**config.mk**
```make
export PLATFORM = sky130hd
export DESIGN_NAME = disp_init_seq
export DESIGN_NICKNAME = d
export VERILOG_FILES = /design/src/rtl/disp_init_pkg.sv /design/src/rtl/disp_size_decode.sv /design/src/rtl/disp_step_rom.sv /design/src/rtl/disp_ms_timer.sv /design/src/rtl/disp_init_seq.sv
export SDC_FILE = /design/constraint.sdc
export NUM_CORES = 1
export LEC_CHECK = 0
export BUFFER_PORTS_ARGS = -buffer_cell sky130_fd_sc_hd__buf_2
export CORE_UTILIZATION = 30
export CTS_BUF_LIST = sky130_fd_sc_hd__clkbuf_4 sky130_fd_sc_hd__clkbuf_8
export DETAILED_ROUTE_END_ITERATION = 10
export SYNTH_ARGS = -nofsm -noshare
export SYNTH_HDL_FRONTEND = slang
export SYNTH_HIERARCHICAL = 1
export SYNTH_SLANG_ARGS = --single-unit
export TNS_END_PERCENT = 50
```
**constraint.sdc**
```tcl
create_clock -name clk -period 3.1 [get_ports clk]
set_input_delay 0.155 -clock clk [delete_from_list [all_inputs] [get_ports clk]]
set_output_delay 0.155 -clock clk [all_outputs]
set_load 0.005 [all_outputs]
```
**src/rtl/disp_init_pkg.sv**
```systemverilog
package disp_init_pkg;
  typedef enum logic [1:0] {K_WR, K_WAIT, K_END} kind_e;

  typedef struct packed {
    kind_e       kind;
    logic [7:0]  addr;
    logic [7:0]  data;
    logic [3:0]  ms;
  } step_t;

  typedef enum logic [2:0] {S_IDLE, S_RST, S_FETCH, S_WRITE, S_WAIT} st_e;

  localparam int N_SIZES = 4;
  localparam int N_STEPS = 24;
  localparam int STEP_W  = $clog2(N_STEPS);

  function automatic int unsigned panel_w(input logic [1:0] i);
    case (i)
      2'd0:    return 320;
      2'd1:    return 480;
      2'd2:    return 640;
      default: return 800;
    endcase
  endfunction

  function automatic int unsigned panel_h(input logic [1:0] i);
    case (i)
      2'd0:    return 240;
      2'd1:    return 272;
      default: return 480;
    endcase
  endfunction
endpackage

```
**src/rtl/disp_size_decode.sv**
```systemverilog
module disp_size_decode
  import disp_init_pkg::*;
#(
  parameter int WB = 12,
  parameter int HB = 12
) (
  input  logic [WB-1:0] hres,
  input  logic [HB-1:0] vres,
  output logic          ok,
  output logic [1:0]    idx
);
  always_comb begin
    ok  = 1'b0;
    idx = '0;
    for (int i = 0; i < N_SIZES; i++) begin
      if (32'(hres) == panel_w(2'(i)) && 32'(vres) == panel_h(2'(i))) begin
        ok  = 1'b1;
        idx = 2'(i);
      end
    end
  end
endmodule

```
**src/rtl/disp_step_rom.sv**
```systemverilog
module disp_step_rom
  import disp_init_pkg::*;
(
  input  logic [1:0]        idx,
  input  logic [STEP_W-1:0] step,
  output step_t             ent
);
  logic [31:0] htab;
  logic [39:0] vtab;
  logic [7:0]  pclk;
  logic [7:0]  wdiv;
  logic [15:0] hm1;

  always_comb begin
    case (idx)
      2'd0: begin htab = 32'h00050403; vtab = 40'h05000E0002; pclk = 8'h03; end
      2'd1: begin htab = 32'h00010005; vtab = 40'h0200070009; pclk = 8'h82; end
      2'd2: begin htab = 32'h050F0100; vtab = 40'h0A000E0001; pclk = 8'h01; end
      default: begin htab = 32'h03030200; vtab = 40'h1400060001; pclk = 8'h81; end
    endcase
    wdiv = 8'(panel_w(idx) / 8 - 1);
    hm1  = 16'(panel_h(idx) - 1);
  end

  function automatic step_t mk(kind_e k, logic [7:0] a, logic [7:0] d, logic [3:0] m);
    step_t s;
    s.kind = k; s.addr = a; s.data = d; s.ms = m;
    return s;
  endfunction

  always_comb begin
    ent = mk(K_END, 8'h00, 8'h00, 4'd0);
    case (step)
      5'd0:  ent = mk(K_WR, 8'h88, idx[1] ? 8'h0B : 8'h0A, 4'd0);
      5'd1:  ent = mk(K_WR, 8'h89, 8'h02, 4'd0);
      5'd2:  ent = mk(K_WAIT, 8'h00, 8'h00, 4'd10);
      5'd3:  ent = mk(K_WR, 8'h10, 8'h0C, 4'd0);
      5'd4:  ent = mk(K_WR, 8'h04, pclk, 4'd0);
      5'd5:  ent = mk(K_WAIT, 8'h00, 8'h00, 4'd1);
      5'd6:  ent = mk(K_WR, 8'h14, wdiv, 4'd0);
      5'd7, 5'd8, 5'd9, 5'd10:
             ent = mk(K_WR, 8'h0E + 8'(step), 8'(htab >> (8 * (10 - int'(step)))), 4'd0);
      5'd11: ent = mk(K_WR, 8'h19, hm1[7:0], 4'd0);
      5'd12: ent = mk(K_WR, 8'h1A, hm1[15:8], 4'd0);
      5'd13, 5'd14, 5'd15, 5'd16, 5'd17:
             ent = mk(K_WR, 8'h0E + 8'(step), 8'(vtab >> (8 * (17 - int'(step)))), 4'd0);
      5'd18: ent = mk(K_WR, 8'h8A, 8'h81, 4'd0);
      5'd19: ent = mk(K_WR, 8'h8B, 8'hFF, 4'd0);
      5'd20: ent = mk(K_WAIT, 8'h00, 8'h00, 4'd10);
      5'd21: ent = mk(K_WR, 8'h01, 8'h80, 4'd0);
      5'd22: ent = mk(K_WAIT, 8'h00, 8'h00, 4'd10);
      default: ent = mk(K_END, 8'h00, 8'h00, 4'd0);
    endcase
  end
endmodule

```
**src/rtl/disp_ms_timer.sv**
```systemverilog
module disp_ms_timer #(
  parameter int CYC_PER_MS = 100000,
  parameter int MS_W       = 4
) (
  input  logic            clk,
  input  logic            rst,
  input  logic            load,
  input  logic [MS_W-1:0] ms,
  output logic            busy,
  output logic            fire
);
  localparam int CW = $clog2(CYC_PER_MS + 1);
  localparam logic [CW-1:0] CYC_LAST = CW'(CYC_PER_MS - 1);

  logic [CW-1:0]   cyc;
  logic [MS_W-1:0] left;

  always_ff @(posedge clk) begin
    if (rst) begin
      busy <= 1'b0;
      fire <= 1'b0;
      cyc  <= '0;
      left <= '0;
    end else begin
      fire <= 1'b0;
      if (load) begin
        busy <= 1'b1;
        cyc  <= '0;
        left <= ms;
      end else if (busy) begin
        if (cyc == CYC_LAST) begin
          cyc <= '0;
          if (left <= MS_W'(1)) begin
            busy <= 1'b0;
            fire <= 1'b1;
          end else begin
            left <= left - 1'b1;
          end
        end else begin
          cyc <= cyc + 1'b1;
        end
      end
    end
  end
endmodule

```
**src/rtl/disp_init_seq.sv**
```systemverilog
module disp_init_seq
  import disp_init_pkg::*;
#(
  parameter int CLK_HZ = 100_000_000,
  parameter int WB     = 12,
  parameter int HB     = 12
) (
  input  logic          clk,
  input  logic          rst,
  input  logic          start,
  input  logic [WB-1:0] hres,
  input  logic [HB-1:0] vres,
  output logic          rst_req,
  input  logic          rst_ack,
  output logic          wr_valid,
  input  logic          wr_ready,
  output logic [7:0]    wr_addr,
  output logic [7:0]    wr_data,
  output logic          done,
  output logic          err
);
  localparam int CYC_PER_MS = (CLK_HZ / 1000 < 1) ? 1 : CLK_HZ / 1000;

  st_e               st;
  logic [STEP_W-1:0] step;
  logic [1:0]        idx_q;
  logic              sz_ok;
  logic [1:0]        sz_idx;
  step_t             ent;
  logic              tmr_load, tmr_busy, tmr_fire;

  disp_size_decode #(.WB(WB), .HB(HB)) u_dec (
    .hres(hres), .vres(vres), .ok(sz_ok), .idx(sz_idx)
  );

  disp_step_rom u_rom (.idx(idx_q), .step(step), .ent(ent));

  assign tmr_load = (st == S_FETCH) && (ent.kind == K_WAIT);

  disp_ms_timer #(.CYC_PER_MS(CYC_PER_MS), .MS_W(4)) u_tmr (
    .clk(clk), .rst(rst), .load(tmr_load), .ms(ent.ms),
    .busy(tmr_busy), .fire(tmr_fire)
  );

  always_ff @(posedge clk) begin
    if (rst) begin
      st       <= S_IDLE;
      step     <= '0;
      idx_q    <= '0;
      rst_req  <= 1'b0;
      wr_valid <= 1'b0;
      wr_addr  <= '0;
      wr_data  <= '0;
      done     <= 1'b0;
      err      <= 1'b0;
    end else begin
      case (st)
        S_IDLE: if (start) begin
          done <= 1'b0;
          err  <= 1'b0;
          if (sz_ok) begin
            idx_q   <= sz_idx;
            rst_req <= 1'b1;
            st      <= S_RST;
          end else begin
            err <= 1'b1;
          end
        end
        S_RST: if (rst_ack) begin
          rst_req <= 1'b0;
          step    <= '0;
          st      <= S_FETCH;
        end
        S_FETCH: begin
          case (ent.kind)
            K_WR: begin
              wr_valid <= 1'b1;
              wr_addr  <= ent.addr;
              wr_data  <= ent.data;
              st       <= S_WRITE;
            end
            K_WAIT: st <= S_WAIT;
            default: begin
              done <= 1'b1;
              st   <= S_IDLE;
            end
          endcase
        end
        S_WRITE: if (wr_ready) begin
          wr_valid <= 1'b0;
          step     <= step + 1'b1;
          st       <= S_FETCH;
        end
        S_WAIT: if (tmr_fire) begin
          step <= step + 1'b1;
          st   <= S_FETCH;
        end
        default: st <= S_IDLE;
      endcase
    end
  end

  a_r2_no_write_in_reset: assert property (@(posedge clk) disable iff (rst)
    rst_req |-> !wr_valid);
  a_r2_ack_release: assert property (@(posedge clk) disable iff (rst)
    rst_req && rst_ack |=> !rst_req);
  a_r5_hold_stalled: assert property (@(posedge clk) disable iff (rst)
    wr_valid && !wr_ready |=> wr_valid && $stable(wr_addr) && $stable(wr_data));
  a_r6_quiet_pause: assert property (@(posedge clk) disable iff (rst)
    tmr_busy |-> !wr_valid);
  a_r7_done_quiet: assert property (@(posedge clk) disable iff (rst)
    done |-> !wr_valid && !rst_req);
  a_r7_done_sticky: assert property (@(posedge clk) disable iff (rst)
    done && !start |=> done);
  a_r8_err_quiet: assert property (@(posedge clk) disable iff (rst)
    err |-> !wr_valid && !rst_req);
endmodule

```
# [After elaboration in Yosys (flattened, before gate mapping)]
# Index checks and enable logic that the tools add are counted.
[totals] reg_bits=53 output_inout_bits=20 word_cells=147
[op_classes] addsub=8 magnitude_cmp=1 n_eq_ne=45 shift=2 n_mux=46 n_bitwise=2 n_reduce_logical=30
[op_table] op="$pmux W22 S14" n=1
[op_table] op="$pmux W37 S3" n=1
[op_table] op="$pmux W27 S3" n=1
[op_table] op="$eq A12 B9 Y1 const B" n=4
[op_table] op="$eq A5 B4 Y1 const B" n=8
[op_table] op="$shr A37 B32 Y8" n=1
[op_table] op="$eq A5 B5 Y1 const B" n=7
[op_table] op="$shr A27 B32 Y8" n=1
[op_table] op="$pmux W10 S3" n=1
[op_table] op="$eq A12 B10 Y1 const B" n=2
[op_table] op="$pmux W8 S3" n=1
[op_table] op="$eq A5 B3 Y1 const B" n=4
[op_table] op="$mux W1" n=19
[op_table] op="$pmux W9 S2" n=1
[op_table] op="$add A17 B1 Y17 const B" n=1
[op_table] op="$eq A17 B17 Y1 const B" n=1
[op_table] op="$mux W17" n=1
[op_table] op="$mux W4" n=4
[op_table] op="$mux W3" n=5
[op_table] op="$mux W5" n=3
[op_table] op="$pmux W3 S5" n=1
[op_table] op="$pmux W5 S3" n=1
[op_table] op="$eq A12 B8 Y1 const B" n=1
[op_table] op="$ne A2 B2 Y1 const B" n=6
[op_table] op="other kinds (34)" n=58

# [Depth between registers and ports, before layout]
# Gate-level depths: netlist (run 1).
[depth] ltp_word=9 depth_mapped=14 depth_no_buf=12

# [By module]
# The synthesis (run 1) kept the hierarchy.
[by_module_without_submodules] module="disp_init_seq" instances=1 cells_per_inst=156 area_per_inst_um2=1311.3 seq_area_each_um2=600.6
[by_module_without_submodules] module="disp_ms_timer" instances=1 cells_per_inst=131 area_per_inst_um2=1171.1 seq_area_each_um2=460.4
[by_module_without_submodules] module="disp_step_rom" instances=1 cells_per_inst=162 area_per_inst_um2=1126.1 seq_area_each_um2=0.0
[by_module_without_submodules] module="disp_size_decode" instances=1 cells_per_inst=23 area_per_inst_um2=148.9 seq_area_each_um2=0.0

# [Worst setup path after synthesis (run 1)]
# No wires, ideal clock.
[synth_timing] kind="register to register" from="reg step[0]" to="reg u_tmr.cyc[10]" arrival_time_ns=2.913 t_required_ns=3.036 setup_slack_ns=0.123 path_stages_with_launch=13 path_buffers=2 synth_period_minus_slack_ns=2.977 path_cell_list="dfxtp_1 buf_6 inv_1 ha_1 or3_1 a311oi_2 nor3b_2 nand3b_1 nor3_1 nor2_1 o21ai_1 buf_2 nor2_1"
[synth_lines] item="start: declaration" line_no="disp_init_seq.sv:25" text="logic [STEP_W-1:0] step;"
[synth_lines] item="start signal: assignment" line_no="disp_init_seq.sv:91" text="step <= step + 1'b1;"
[synth_lines] item="start signal: assignment" line_no="disp_init_seq.sv:95" text="step <= step + 1'b1;"
[synth_lines] item="end signal: assignment" line_no="disp_ms_timer.sv:40" text="cyc <= cyc + 1'b1;"
[synth_lines] item="end: declaration" line_no="disp_ms_timer.sv:15" text="logic [CW-1:0] cyc;"

==> metrics.json, run 1 <==
{
  "status": {"value": "finished clean"},
  "tritoncts.num_buffers": {"value": 5},
  "gp_congestion": {"value": 0.924},
  "synth.yosys.seq_area_share": {"value": 28.2, "unit": "%"},
  "hp-class": {"value": "in2reg"},
  "critPathSlowestCell": {"value": "sky130_fd_sc_hd__or3_1"},
  "antenna_found_initial": {"value": 0},
  "synth.yosys.warnings": {"value": 6},
  "slew_limit_fails": {"value": 0},
  "synthCells": {"value": 472},
  "static-leakage-power": {"value": 1.56, "unit": "nW"},
  "finalNonFillerCells": {"value": 686},
  "grt_setup_unrepaired": {"value": "no"},
  "switching_share": {"value": 24.7, "unit": "%"},
  "synth_enable_flop_cells": {"value": 0},
  "worstSkewPairLatency": {"value": 310, "unit": "ps"},
  "clock_tree_from_tritoncts": {"value": "built"},
  "achievable-frequency": {"value": 0.343, "unit": "GHz"},
  "coreArea": {"value": 12100, "unit": "µm²"},
  "critPathMaxFanout": {"value": 17},
  "start_kind": {"value": "register"},
  "final_critical_path_setup_slack": {"value": 184, "unit": "ps"},
  "finalCriticalPeriod": {"value": 2920, "unit": "ps"},
  "clock_path_buffers": {"value": 2},
  "row_count": {"value": 40},
  "first_global_vias": {"value": 3654},
  "fp.dieArea": {"value": 13000, "unit": "µm²"},
  "htree_levels": {"value": 2},
  "hold_buffers": {"value": 0},
  "cap_viol_max_count": {"value": 0},
  "top_library_cells_by_usage_in_the_layout_fill_and_taps_aside": {"value": "sky130_fd_sc_hd__nand2_1, sky130_fd_sc_hd__dfxtp_1, sky130_fd_sc_hd__buf_2"},
  "clock_tree_root": {"value": "sky130_fd_sc_hd__clkbuf_8"},
  "placement.io_buffers": {"value": 48},
  "switchingPower": {"value": 0.285, "unit": "mW"},
  "multi_input_area": {"value": 2460, "unit": "µm²"},
  "largest_net_degree_at_the_start_of_global_routing": {"value": 40},
  "first_pass_grt_wire_length": {"value": 17.3, "unit": "mm"},
  "routed_length_per_placed_instance": {"value": 14.8, "unit": "µm"},
  "max-vdd-ir-drop": {"value": 179, "unit": "µV"},
  "pwr_density_cell": {"value": 271, "unit": "nW/µm²"},
  "fin_tns_setup": {"value": 0, "unit": "ps"},
  "final-hold-violation-count": {"value": 0},
  "critical-path-top-delay-family": {"value": "simple AND/OR/NAND/NOR gates"},
  "drc": {"value": 0},
  "detailedRoute.firstIterationViolations": {"value": 189},
  "place.detailed.instances": {"value": 680},
  "fillers": {"value": 1265},
  "worstSetupPathType": {"value": "reg2reg"},
  "setup_viol": {"value": 0},
  "total_global_routing_overflow": {"value": 0},
  "crit_path_capture_type": {"value": "register"},
  "worst_slew_margin_rel": {"value": 46.4, "unit": "%"},
  "max_stage_delay": {"value": 440, "unit": "ps"},
  "dr_total_vias": {"value": 3685},
  "internal-power": {"value": 0.869, "unit": "mW"},
  "yosys_most_used_dff": {"value": "sky130_fd_sc_hd__dfxtp_1"},
  "critPathArrivalTime": {"value": 3160, "unit": "ps"},
  "layout_commonest_cell": {"value": "sky130_fd_sc_hd__nand2_1"},
  "detail_route.wirelength": {"value": 10.2, "unit": "mm"},
  "antenna_cells": {"value": 0},
  "synth_area_per_cell": {"value": 7.96, "unit": "µm²"},
  "area_growth": {"value": 13.2, "unit": "%"},
  "comb_power_share": {"value": 7.1, "unit": "%"},
  "critical_path.cell_chain": {"value": "inv_1 -> ha_2 -> or3_1 -> a311oi_2 -> nor3b_4 -> nand3b_1 -> nor3_1 -> nor2_1 -> o21ai_1 -> buf_4 -> a21oi_1"},
  "totalPowerFinal": {"value": 1.15, "unit": "mW"},
  "timing_worst_slew_pin_value": {"value": 797, "unit": "ps"},
  "global_route.usage.total": {"value": 16.4, "unit": "%"},
  "firstDrtPassIters": {"value": 4},
  "synth_seq_cells": {"value": 53},
  "die_w": {"value": 114, "unit": "µm"},
  "nNetsFinal": {"value": 567},
  "die_h": {"value": 114, "unit": "µm"},
  "drive_above_1_share": {"value": 19.9, "unit": "%"},
  "initial_core_util": {"value": 31.0, "unit": "%"},
  "layout_worst_path_cycle_share": {"value": 94.1, "unit": "%"},
  "sequential_cell_area": {"value": 1060, "unit": "µm²"},
  "postSynth.asyncResetShare": {"value": 0, "unit": "%"},
  "clkSlewWorstSetupHoldPaths": {"value": 100, "unit": "ps"},
  "cts_num_sinks": {"value": 53},
  "place_worst_setup_slack": {"value": 193, "unit": "ps"},
  "avgViaCountPerCell": {"value": 5.37},
  "power_frac_clock": {"value": 33.0, "unit": "%"},
  "pwr-share-seq": {"value": 59.9, "unit": "%"},
  "route.antenna.remaining_nets": {"value": 0},
  "crit_required": {"value": 3340, "unit": "ps"},
  "pin_count": {"value": 49},
  "path_buf_inv": {"value": 2},
  "post_synthesis_instance_area": {"value": 3760, "unit": "µm²"},
  "hpwl_after_detailed_placement": {"value": 7.54, "unit": "mm"},
  "synth_cell_type_count": {"value": 86},
  "skew": {"value": 13.1, "unit": "ps"}
}
==> path summary, 6_finish.rpt <==
kind | to | start | cells after the start | slack [ps]
setup / recovery | u_tmr/cyc[16] | step[0] | 11 | 180
hold / removal | err | start | 2 | 120
setup reg to reg | u_tmr/cyc[16] | step[0] | 11 | 180
hold reg to reg | wr_addr[0] | wr_addr[0] | 2 | 460
==> power groups by stage <==
| stage | combinational [mW] | clock (mW) | sequential [mW] |
|---|---|---|---|
| after floorplan | 0.0550 | 0 | 0.703 |
| after global placement | 0.0792 | 0 | 0.707 |
| after detailed placement | 0.0816 | 0 | 0.707 |
| after CTS | 0.0820 | 0.403 | 0.691 |
| after global routing | 0.0921 | 0.430 | 0.693 |
| final | 0.0819 | 0.381 | 0.691 |
==> state kept, by name, summed over array words and instances, names as in the netlist <==
register,count
done,1
err,1
idx_q,2
rst_req,1
st,3
step,5
u_tmr/busy,1
u_tmr/cyc,17
u_tmr/fire,1
u_tmr/left,4
wr_addr,8
wr_data,8
wr_valid,1
==> synth_stat cells, types with 8 or more instances <==
library cell               instances  share of area (%)
sky130_fd_sc_hd__a21oi_1          42                5.6
sky130_fd_sc_hd__buf_2             8                1.1
sky130_fd_sc_hd__dfxtp_1          53                 28
sky130_fd_sc_hd__ha_1             19                6.3
sky130_fd_sc_hd__inv_1            20                2.0
sky130_fd_sc_hd__nand2_1          70                7.0
sky130_fd_sc_hd__nand3_1          13                1.7
sky130_fd_sc_hd__nand4_1           8                1.3
sky130_fd_sc_hd__nor2_1           39                3.9
sky130_fd_sc_hd__nor3_1           10                1.3
sky130_fd_sc_hd__o211ai_1         10                2.0
sky130_fd_sc_hd__o21ai_0          11                1.5
sky130_fd_sc_hd__o22ai_1           9                1.5
sky130_fd_sc_hd__or3_1             9                1.5
==> per-layer routing <==
metal	GRT usage (%)	wire, µm	up-vias
met5	0	0	-
met4	7.27	293	0
met3	2.76	472	28
met2	28.9	5060	108
met1	19.5	4360	1741
li1	-	-	1808
==> per-stage QoR <==
stage / util (%) / area, µm² / hold slack (ps)
finish: 35.1 / 4250 / 122
global route: 35.1 / 4250 / 115
CTS: 35.0 / 4240 / 109
detailed placement: 34.4 / 4170 / 438
global placement: 34.4 / 4170 / 437
floorplan: - / 3760 / 224
==> cell families (layout without fill, tap and decap cells) <==
logic type               count (synthesis)  in the layout  share of synthesized area (%)
AND/OR/NAND/NOR                        203            203                           29.5
AO/OA/AOI/OAI                          128            128                           24.0
flip-flops                              53             53                           28.2
buffers and inverters                   48             93                           6.66
adder cells (fa/ha/maj)                 19             19                           6.33
XOR/XNOR                                14             14                           3.26
multiplexers                             6              6                           1.93
other                                    1              2                         0.0998
==> area by class of cell <==
type	instances	area share, %
Multi-Input combinational cell	372	57.9
Sequential cell	53	25.0
Timing Repair Buffer	64	8.47
Tap cell	168	4.94
Inverter	23	2.03
Clock buffer	5	1.62
Clock inverter	1	0.118
==> worst register-to-register path: cells and delay by family, from the launching register on <==
family                   cells  cell delay [ps]
AO/OA/AOI/OAI                3              570
flip-flops                   1              430
buffers and inverters        2              400
adder cells (fa/ha/maj)      1              280
AND/OR/NAND/NOR              5             1180
==> what timing repair did <==
action | CTS | global route
setup buffers | 0 | 0
gates resized for setup | 0 | 4
endpoints found under the setup margin | 0 | 19
Note: power is estimated with default switching activity, not from simulation.
==> run 2, diff against run 1 <==
clock period = 2.7 ns   (was 3.1 ns; I/O delays follow)
==> metrics.json, run 2 (same netlist as run 1, synthesis figures left out) <==
{
  "switching_share": {"value": 24.5, "unit": "%", "change": "was 24.7%"},
  "gp_congestion": {"value": 0.924, "change": "about the same"},
  "critPathArrivalTime": {"value": 2830, "unit": "ps", "change": "was 3160 ps"},
  "finalNonFillerCells": {"value": 705, "change": "was 686"},
  "worst_slew_margin_rel": {"value": 49.0, "unit": "%", "change": "was 46.4%"},
  "hp-class": {"value": "in2reg", "change": "unchanged"},
  "antenna_cells": {"value": 0, "change": "unchanged"},
  "final-hold-violation-count": {"value": 0, "change": "unchanged"},
  "top_library_cells_by_usage_in_the_layout_fill_and_taps_aside": {"value": "sky130_fd_sc_hd__nand2_1, sky130_fd_sc_hd__dfxtp_1, sky130_fd_sc_hd__buf_2", "change": "unchanged"},
  "clock_path_buffers": {"value": 2, "change": "unchanged"},
  "initial_core_util": {"value": 31.0, "unit": "%", "change": "unchanged"},
  "firstDrtPassIters": {"value": 4, "change": "unchanged"},
  "detailedRoute.firstIterationViolations": {"value": 224, "change": "was 189"},
  "fin_tns_setup": {"value": 0, "unit": "ps", "change": "unchanged"},
  "path_buf_inv": {"value": 2, "change": "unchanged"},
  "pwr-share-seq": {"value": 53.9, "unit": "%", "change": "was 59.9%"},
  "drc": {"value": 0, "change": "unchanged"},
  "finalCriticalPeriod": {"value": 2570, "unit": "ps", "change": "was 2920 ps"},
  "status": {"value": "finished clean", "change": "unchanged"},
  "total_global_routing_overflow": {"value": 0, "change": "unchanged"},
  "drive_above_1_share": {"value": 24.6, "unit": "%", "change": "was 19.9%"},
  "worstSetupPathType": {"value": "reg2reg", "change": "unchanged"},
  "clock_tree_from_tritoncts": {"value": "built", "change": "unchanged"},
  "tritoncts.num_buffers": {"value": 5, "change": "unchanged"},
  "skew": {"value": 8.28, "unit": "ps", "change": "was 13.1 ps"},
  "fillers": {"value": 1281, "change": "was 1265"},
  "final_critical_path_setup_slack": {"value": 129, "unit": "ps", "change": "was 184 ps"},
  "hold_buffers": {"value": 0, "change": "unchanged"},
  "top_regs": {"value": "u_tmr/cyc: 17 flops, wr_addr: 8 flops, wr_data: 8 flops", "change": "unchanged"},
  "rr_worst_depth": {"value": 11, "change": "unchanged"},
  "timing_worst_slew_pin_value": {"value": 758, "unit": "ps", "change": "was 797 ps"},
  "clock_tree_root": {"value": "sky130_fd_sc_hd__clkbuf_8", "change": "unchanged"},
  "slew_limit_fails": {"value": 0, "change": "unchanged"},
  "first_global_vias": {"value": 3626, "change": "was 3654"},
  "die_h": {"value": 114, "unit": "µm", "change": "unchanged"},
  "place.detailed.instances": {"value": 696, "change": "was 680"},
  "largest_net_degree_at_the_start_of_global_routing": {"value": 39, "change": "was 40"},
  "fp.dieArea": {"value": 13000, "unit": "µm²", "change": "unchanged"},
  "internal-power": {"value": 1.11, "unit": "mW", "change": "was 0.869 mW"},
  "static-leakage-power": {"value": 1.68, "unit": "nW", "change": "was 1.56 nW"},
  "die_w": {"value": 114, "unit": "µm", "change": "unchanged"},
  "path_depth": {"value": 11, "change": "unchanged"},
  "route.antenna.remaining_nets": {"value": 0, "change": "unchanged"},
  "multi_input_area": {"value": 2530, "unit": "µm²", "change": "was 2460 µm²"},
  "critPathSlowestCell": {"value": "sky130_fd_sc_hd__or3_1", "change": "unchanged"},
  "first_pass_grt_wire_length": {"value": 17.3, "unit": "mm", "change": "about the same"},
  "htree_levels": {"value": 2, "change": "unchanged"},
  "crit_required": {"value": 2960, "unit": "ps", "change": "was 3340 ps"},
  "start_kind": {"value": "register", "change": "unchanged"},
  "design_area": {"value": 4520, "unit": "µm²", "change": "was 4250 µm²"},
  "dr_total_vias": {"value": 3686, "change": "was 3685"},
  "post_dp_cell_area": {"value": 4360, "unit": "µm²", "change": "was 4170 µm²"},
  "min_delay_path_depth": {"value": 2, "change": "unchanged"},
  "placement.io_buffers": {"value": 48, "change": "unchanged"},
  "coreArea": {"value": 12100, "unit": "µm²", "change": "unchanged"},
  "clkSlewWorstSetupHoldPaths": {"value": 110, "unit": "ps", "change": "was 100 ps"},
  "largest-register": {"value": "u_tmr/cyc", "change": "unchanged"},
  "achievable-frequency": {"value": 0.389, "unit": "GHz", "change": "was 0.343 GHz"},
  "worstSkewPairLatency": {"value": 320, "unit": "ps", "change": "was 310 ps"},
  "cap_viol_max_count": {"value": 0, "change": "unchanged"},
  "crit_path_capture_type": {"value": "register", "change": "unchanged"},
  "comb_power_share": {"value": 6.4, "unit": "%", "change": "was 7.1%"},
  "avgViaCountPerCell": {"value": 5.23, "change": "was 5.37"},
  "pwr_density_cell": {"value": 326, "unit": "nW/µm²", "change": "was 271 nW/µm²"},
  "largest_register_ffs": {"value": 17, "change": "unchanged"},
  "cts_num_sinks": {"value": 53, "change": "unchanged"},
  "pin_count": {"value": 49, "change": "unchanged"},
  "max-vdd-ir-drop": {"value": 240, "unit": "µV", "change": "was 179 µV"},
  "critical-path-top-delay-family": {"value": "simple AND/OR/NAND/NOR gates", "change": "unchanged"},
  "antenna_found_initial": {"value": 0, "change": "unchanged"},
  "hpwl_after_detailed_placement": {"value": 7.71, "unit": "mm", "change": "was 7.54 mm"},
  "grt_setup_unrepaired": {"value": "yes", "change": "was no"},
  "power_frac_clock": {"value": 39.7, "unit": "%", "change": "was 33.0%"},
  "switchingPower": {"value": 0.361, "unit": "mW", "change": "was 0.285 mW"},
  "critPathMaxFanout": {"value": 8, "change": "was 17"},
  "nNetsFinal": {"value": 584, "change": "was 567"},
  "max_stage_delay": {"value": 430, "unit": "ps", "change": "was 440 ps"},
  "global_route.usage.total": {"value": 16.6, "unit": "%", "change": "was 16.4%"},
  "critical_path.cell_chain": {"value": "inv_1 -> ha_2 -> or3_1 -> a311oi_4 -> nor3b_4 -> nand3b_1 -> nor3_2 -> nor2_2 -> buf_4 -> o31a_1 -> o2bb2ai_1", "change": "was inv_1 -> ha_2 -> or3_1 -> a311oi_2 -> nor3b_4 -> nand3b_1 -> nor3_1 -> nor2_1 -> o21ai_1 -> buf_4 -> a21oi_1"},
  "place_worst_setup_slack": {"value": 27.5, "unit": "ps", "change": "was 193 ps"},
  "setup_viol": {"value": 0, "change": "unchanged"},
  "layout_commonest_cell": {"value": "sky130_fd_sc_hd__nand2_1", "change": "unchanged"},
  "layout_worst_path_cycle_share": {"value": 95.2, "unit": "%", "change": "was 94.1%"},
  "detail_route.wirelength": {"value": 10.2, "unit": "mm", "change": "about the same"},
  "row_count": {"value": 40, "change": "unchanged"},
  "sequential_cell_area": {"value": 1060, "unit": "µm²", "change": "about the same"},
  "area_growth": {"value": 20.2, "unit": "%", "change": "was 13.2%"},
  "routed_length_per_placed_instance": {"value": 14.4, "unit": "µm", "change": "was 14.8 µm"},
  "finalCoreUtilization": {"value": 37.3, "unit": "%", "change": "was 35.1%"}
}
-- run 2: power by group through the flow --
stage / registers (mW) / logic [mW] / clock network (mW)
finish: 0.794 / 0.0948 / 0.584
floorplan: 0.807 / 0.0636 / 0
global placement: 0.812 / 0.0920 / 0
global route: 0.796 / 0.106 / 0.635
CTS: 0.794 / 0.0956 / 0.608
detailed placement: 0.812 / 0.0945 / 0
-- run 2: repair_timing --
item / 4_1_cts / 5_1_grt
endpoints found under the setup margin: 1 / 39
setup buffers: 0 / 1
gates cloned: 0 / 0
resized for setup: 1 / 7
pin swaps: 0 / 1
-- run 2: worst reg2reg max path, cell delays in order, from the launching register on --
cell and delay (ps):
sky130_fd_sc_hd__dfxtp_2 380, sky130_fd_sc_hd__inv_1 100, sky130_fd_sc_hd__ha_2 270, sky130_fd_sc_hd__or3_1 430, sky130_fd_sc_hd__a311oi_4 250, sky130_fd_sc_hd__nor3b_4 280, sky130_fd_sc_hd__nand3b_1 180, sky130_fd_sc_hd__nor3_2 80
sky130_fd_sc_hd__nor2_2 160, sky130_fd_sc_hd__buf_4 140, sky130_fd_sc_hd__o31a_1 120, sky130_fd_sc_hd__o2bb2ai_1 100
-- run 2: final timing paths --
path	slack, ps	endpoint	from
worst min-delay path	90	err	start
worst max-delay path	130	u_tmr/left[1]	step[0]
worst max register to register	130	u_tmr/left[1]	step[0]
worst min register to register	460	wr_addr[1]	wr_addr[1]
-- run 2: cell type report --
cell class	count	area share, %
repair buffers	81	11.4
inverters	23	1.91
well taps	168	4.65
flip-flops and latches	53	23.5
clock buffers	5	1.52
clock inverters	3	1.05
multi-input cells	372	56.0
-- run 2: per-stage QoR --
step	hold WS (ps)	total power, mW
finish	91.9	1.47
global route	90.5	1.54
CTS	77.6	1.50
detailed placement	427	0.906
global placement	417	0.904
floorplan	204	0.871
-- run 2: per-layer routing --
metal | part of all wire [%] | GRT usage [%]
met2 | 51 | 30.2
met3 | 3.9 | 2.98
met1 | 43 | 19.6
met4 | 1.7 | 5.97
met5 | 0 | 0
==> run 3, diff against run 2 <==
GPL_TIMING_DRIVEN = 0   (was not set)
==> metrics.json, run 3 (same netlist as run 1, synthesis figures left out) <==
{
  "slew_limit_fails": {"value": 0, "change": "unchanged"},
  "critPathMaxFanout": {"value": 8, "change": "unchanged"},
  "skew": {"value": 12.0, "unit": "ps", "change": "was 8.28 ps"},
  "tritoncts.num_buffers": {"value": 5, "change": "unchanged"},
  "largest_register_ffs": {"value": 17, "change": "unchanged"},
  "fp.dieArea": {"value": 13000, "unit": "µm²", "change": "unchanged"},
  "achievable-frequency": {"value": 0.370, "unit": "GHz", "change": "was 0.389 GHz"},
  "first_global_vias": {"value": 3705, "change": "was 3626"},
  "clock_tree_from_tritoncts": {"value": "built", "change": "unchanged"},
  "die_w": {"value": 114, "unit": "µm", "change": "unchanged"},
  "routed_length_per_placed_instance": {"value": 14.6, "unit": "µm", "change": "was 14.4 µm"},
  "finalCoreUtilization": {"value": 38.7, "unit": "%", "change": "was 37.3%"},
  "reg2reg_from": {"value": "step[0]", "change": "unchanged"},
  "final_critical_path_setup_slack": {"value": -3.49, "unit": "ps", "change": "was 129 ps"},
  "initial_core_util": {"value": 31.0, "unit": "%", "change": "unchanged"},
  "min_delay_path_depth": {"value": 3, "change": "was 2"},
  "crit_required": {"value": 2960, "unit": "ps", "change": "about the same"},
  "worstSkewPairLatency": {"value": 320, "unit": "ps", "change": "about the same"},
  "largest_net_degree_at_the_start_of_global_routing": {"value": 17, "change": "was 39"},
  "clkSlewWorstSetupHoldPaths": {"value": 110, "unit": "ps", "change": "about the same"},
  "finalCriticalPeriod": {"value": 2700, "unit": "ps", "change": "was 2570 ps"},
  "grt_setup_unrepaired": {"value": "yes", "change": "unchanged"},
  "dr_total_vias": {"value": 3813, "change": "was 3686"},
  "route.antenna.remaining_nets": {"value": 0, "change": "unchanged"},
  "placement.io_buffers": {"value": 48, "change": "unchanged"},
  "static-leakage-power": {"value": 1.72, "unit": "nW", "change": "was 1.68 nW"},
  "pin_count": {"value": 49, "change": "unchanged"},
  "worstSetupPathType": {"value": "reg2reg", "change": "unchanged"},
  "cap_viol_max_count": {"value": 0, "change": "unchanged"},
  "start_kind": {"value": "register", "change": "unchanged"},
  "largest-register": {"value": "u_tmr/cyc", "change": "unchanged"},
  "clock_tree_root": {"value": "sky130_fd_sc_hd__clkbuf_8", "change": "unchanged"},
  "detail_route.wirelength": {"value": 10.5, "unit": "mm", "change": "was 10.2 mm"},
  "critPathArrivalTime": {"value": 2960, "unit": "ps", "change": "was 2830 ps"},
  "total_global_routing_overflow": {"value": 0, "change": "unchanged"},
  "area_growth": {"value": 24.6, "unit": "%", "change": "was 20.2%"},
  "layout_worst_path_cycle_share": {"value": 100, "unit": "%", "change": "was 95.2%"},
  "rr_worst_depth": {"value": 12, "change": "was 11"},
  "max-vdd-ir-drop": {"value": 226, "unit": "µV", "change": "was 240 µV"},
  "drc": {"value": 0, "change": "unchanged"},
  "hpwl_after_detailed_placement": {"value": 7.57, "unit": "mm", "change": "was 7.71 mm"},
  "top_library_cells_by_usage_in_the_layout_fill_and_taps_aside": {"value": "sky130_fd_sc_hd__nand2_1, sky130_fd_sc_hd__buf_2, sky130_fd_sc_hd__dfxtp_1", "change": "was sky130_fd_sc_hd__nand2_1, sky130_fd_sc_hd__dfxtp_1, sky130_fd_sc_hd__buf_2"},
  "antenna_found_initial": {"value": 0, "change": "unchanged"},
  "crit_path_capture_type": {"value": "register", "change": "unchanged"},
  "hp-class": {"value": "in2reg", "change": "unchanged"},
  "firstDrtPassIters": {"value": 5, "change": "was 4"},
  "hold_buffers": {"value": 0, "change": "unchanged"},
  "setup_viol": {"value": 1, "change": "was 0"},
  "detailedRoute.firstIterationViolations": {"value": 196, "change": "was 224"},
  "timing_worst_slew_pin_value": {"value": 765, "unit": "ps", "change": "was 758 ps"},
  "place_worst_setup_slack": {"value": -595, "unit": "ps", "change": "was 27.5 ps"},
  "cts_num_sinks": {"value": 53, "change": "unchanged"},
  "startpoint": {"value": "step[0]", "change": "unchanged"},
  "status": {"value": "finished with violations", "change": "was finished clean"},
  "antenna_cells": {"value": 0, "change": "unchanged"},
  "htree_levels": {"value": 2, "change": "unchanged"},
  "final-hold-violation-count": {"value": 0, "change": "unchanged"},
  "top_regs": {"value": "u_tmr/cyc: 17 flops, wr_addr: 8 flops, wr_data: 8 flops", "change": "unchanged"},
  "die_h": {"value": 114, "unit": "µm", "change": "unchanged"},
  "coreArea": {"value": 12100, "unit": "µm²", "change": "unchanged"},
  "violated_checks": {"value": "setup timing"},
  "layout_commonest_cell": {"value": "sky130_fd_sc_hd__nand2_1", "change": "unchanged"},
  "timing.hold.worst.start": {"value": "wr_ready", "change": "was start"},
  "first_pass_grt_wire_length": {"value": 17.6, "unit": "mm", "change": "was 17.3 mm"},
  "nNetsFinal": {"value": 596, "change": "was 584"},
  "worst_slew_margin_rel": {"value": 48.6, "unit": "%", "change": "was 49.0%"},
  "avgViaCountPerCell": {"value": 5.32, "change": "was 5.23"},
  "gp_congestion": {"value": 0.939, "change": "was 0.924"},
  "drive_above_1_share": {"value": 28.6, "unit": "%", "change": "was 24.6%"},
  "pwr_density_cell": {"value": 293, "unit": "nW/µm²", "change": "was 326 nW/µm²"},
  "clock_path_buffers": {"value": 2, "change": "unchanged"},
  "row_count": {"value": 40, "change": "unchanged"},
  "global_route.usage.total": {"value": 16.7, "unit": "%", "change": "was 16.6%"}
}
==> run 3: power breakdown <==
| group | total (mW) | switching, mW | internal [mW] |
|---|---|---|---|
| clock | 0.471 | 0.291 | 0.180 |
| sequential | 0.787 | 0.00231 | 0.784 |
| combinational | 0.116 | 0.0652 | 0.0503 |
| total | 1.37 | 0.359 | 1.01 |
==> run 3: final timing paths <==
path / end / slack [ps]
worst max register to register: u_tmr/left[1] / -3
worst min-delay path: wr_valid / 80
worst min register to register: wr_data[7] / 460
worst max-delay path: u_tmr/left[1] / -3
==> run 3: routing by layer <==
metal / global-route usage (%) / share of wire (%)
met2: 29.1 / 50
met4: 7.71 / 2.7
met1: 19.8 / 43
met3: 3.13 / 4.7
met5: 0 / 0
==> run 3: metrics by stage <==
step	hold slack [ps]	area (µm²)	power (mW)	std cells	setup TNS, ps
2_1_floorplan	204	3800	0.871	473	0
3_3_place_gp	421	4250	0.912	689	-17120
3_5_place_dp	432	4250	0.915	689	-15760
4_1_cts	76.9	4560	1.39	710	0
5_1_grt	86.3	4680	1.44	717	-2150
6_report	80.3	4680	1.37	717	-3.49
==> run 3: repair_timing <==
item / 4_1_cts / 5_1_grt
buffers inserted: 14 / 7
resized for setup: 28 / 19
pin swaps: 7 / 6
endpoints found under the setup margin: 42 / 33
==> run 3: layout make-up <==
| cell class | count | area, µm² |
|---|---|---|
| fillers | 1276 | 7430 |
| multi-input cells | 372 | 2640 |
| flip-flops and latches | 53 | 1070 |
| repair buffers | 69 | 402 |
| well taps | 168 | 210 |
| plain buffers | 24 | 188 |
| inverters | 23 | 92.6 |
| clock buffers | 5 | 68.8 |
| clock inverters | 3 | 17.5 |
==> run 3: worst max-delay path, stage by stage, from the launching register on <==
cell	delay [ps]
sky130_fd_sc_hd__dfxtp_4	370
sky130_fd_sc_hd__buf_8	100
sky130_fd_sc_hd__clkinvlp_4	120
sky130_fd_sc_hd__ha_4	220
sky130_fd_sc_hd__or3_4	410
sky130_fd_sc_hd__a311oi_4	360
sky130_fd_sc_hd__nor3b_4	280
sky130_fd_sc_hd__nand3b_1	210
sky130_fd_sc_hd__nor3_4	70
sky130_fd_sc_hd__nor2_2	130
sky130_fd_sc_hd__buf_4	140
sky130_fd_sc_hd__o31a_1	120
sky130_fd_sc_hd__o2bb2ai_1	100
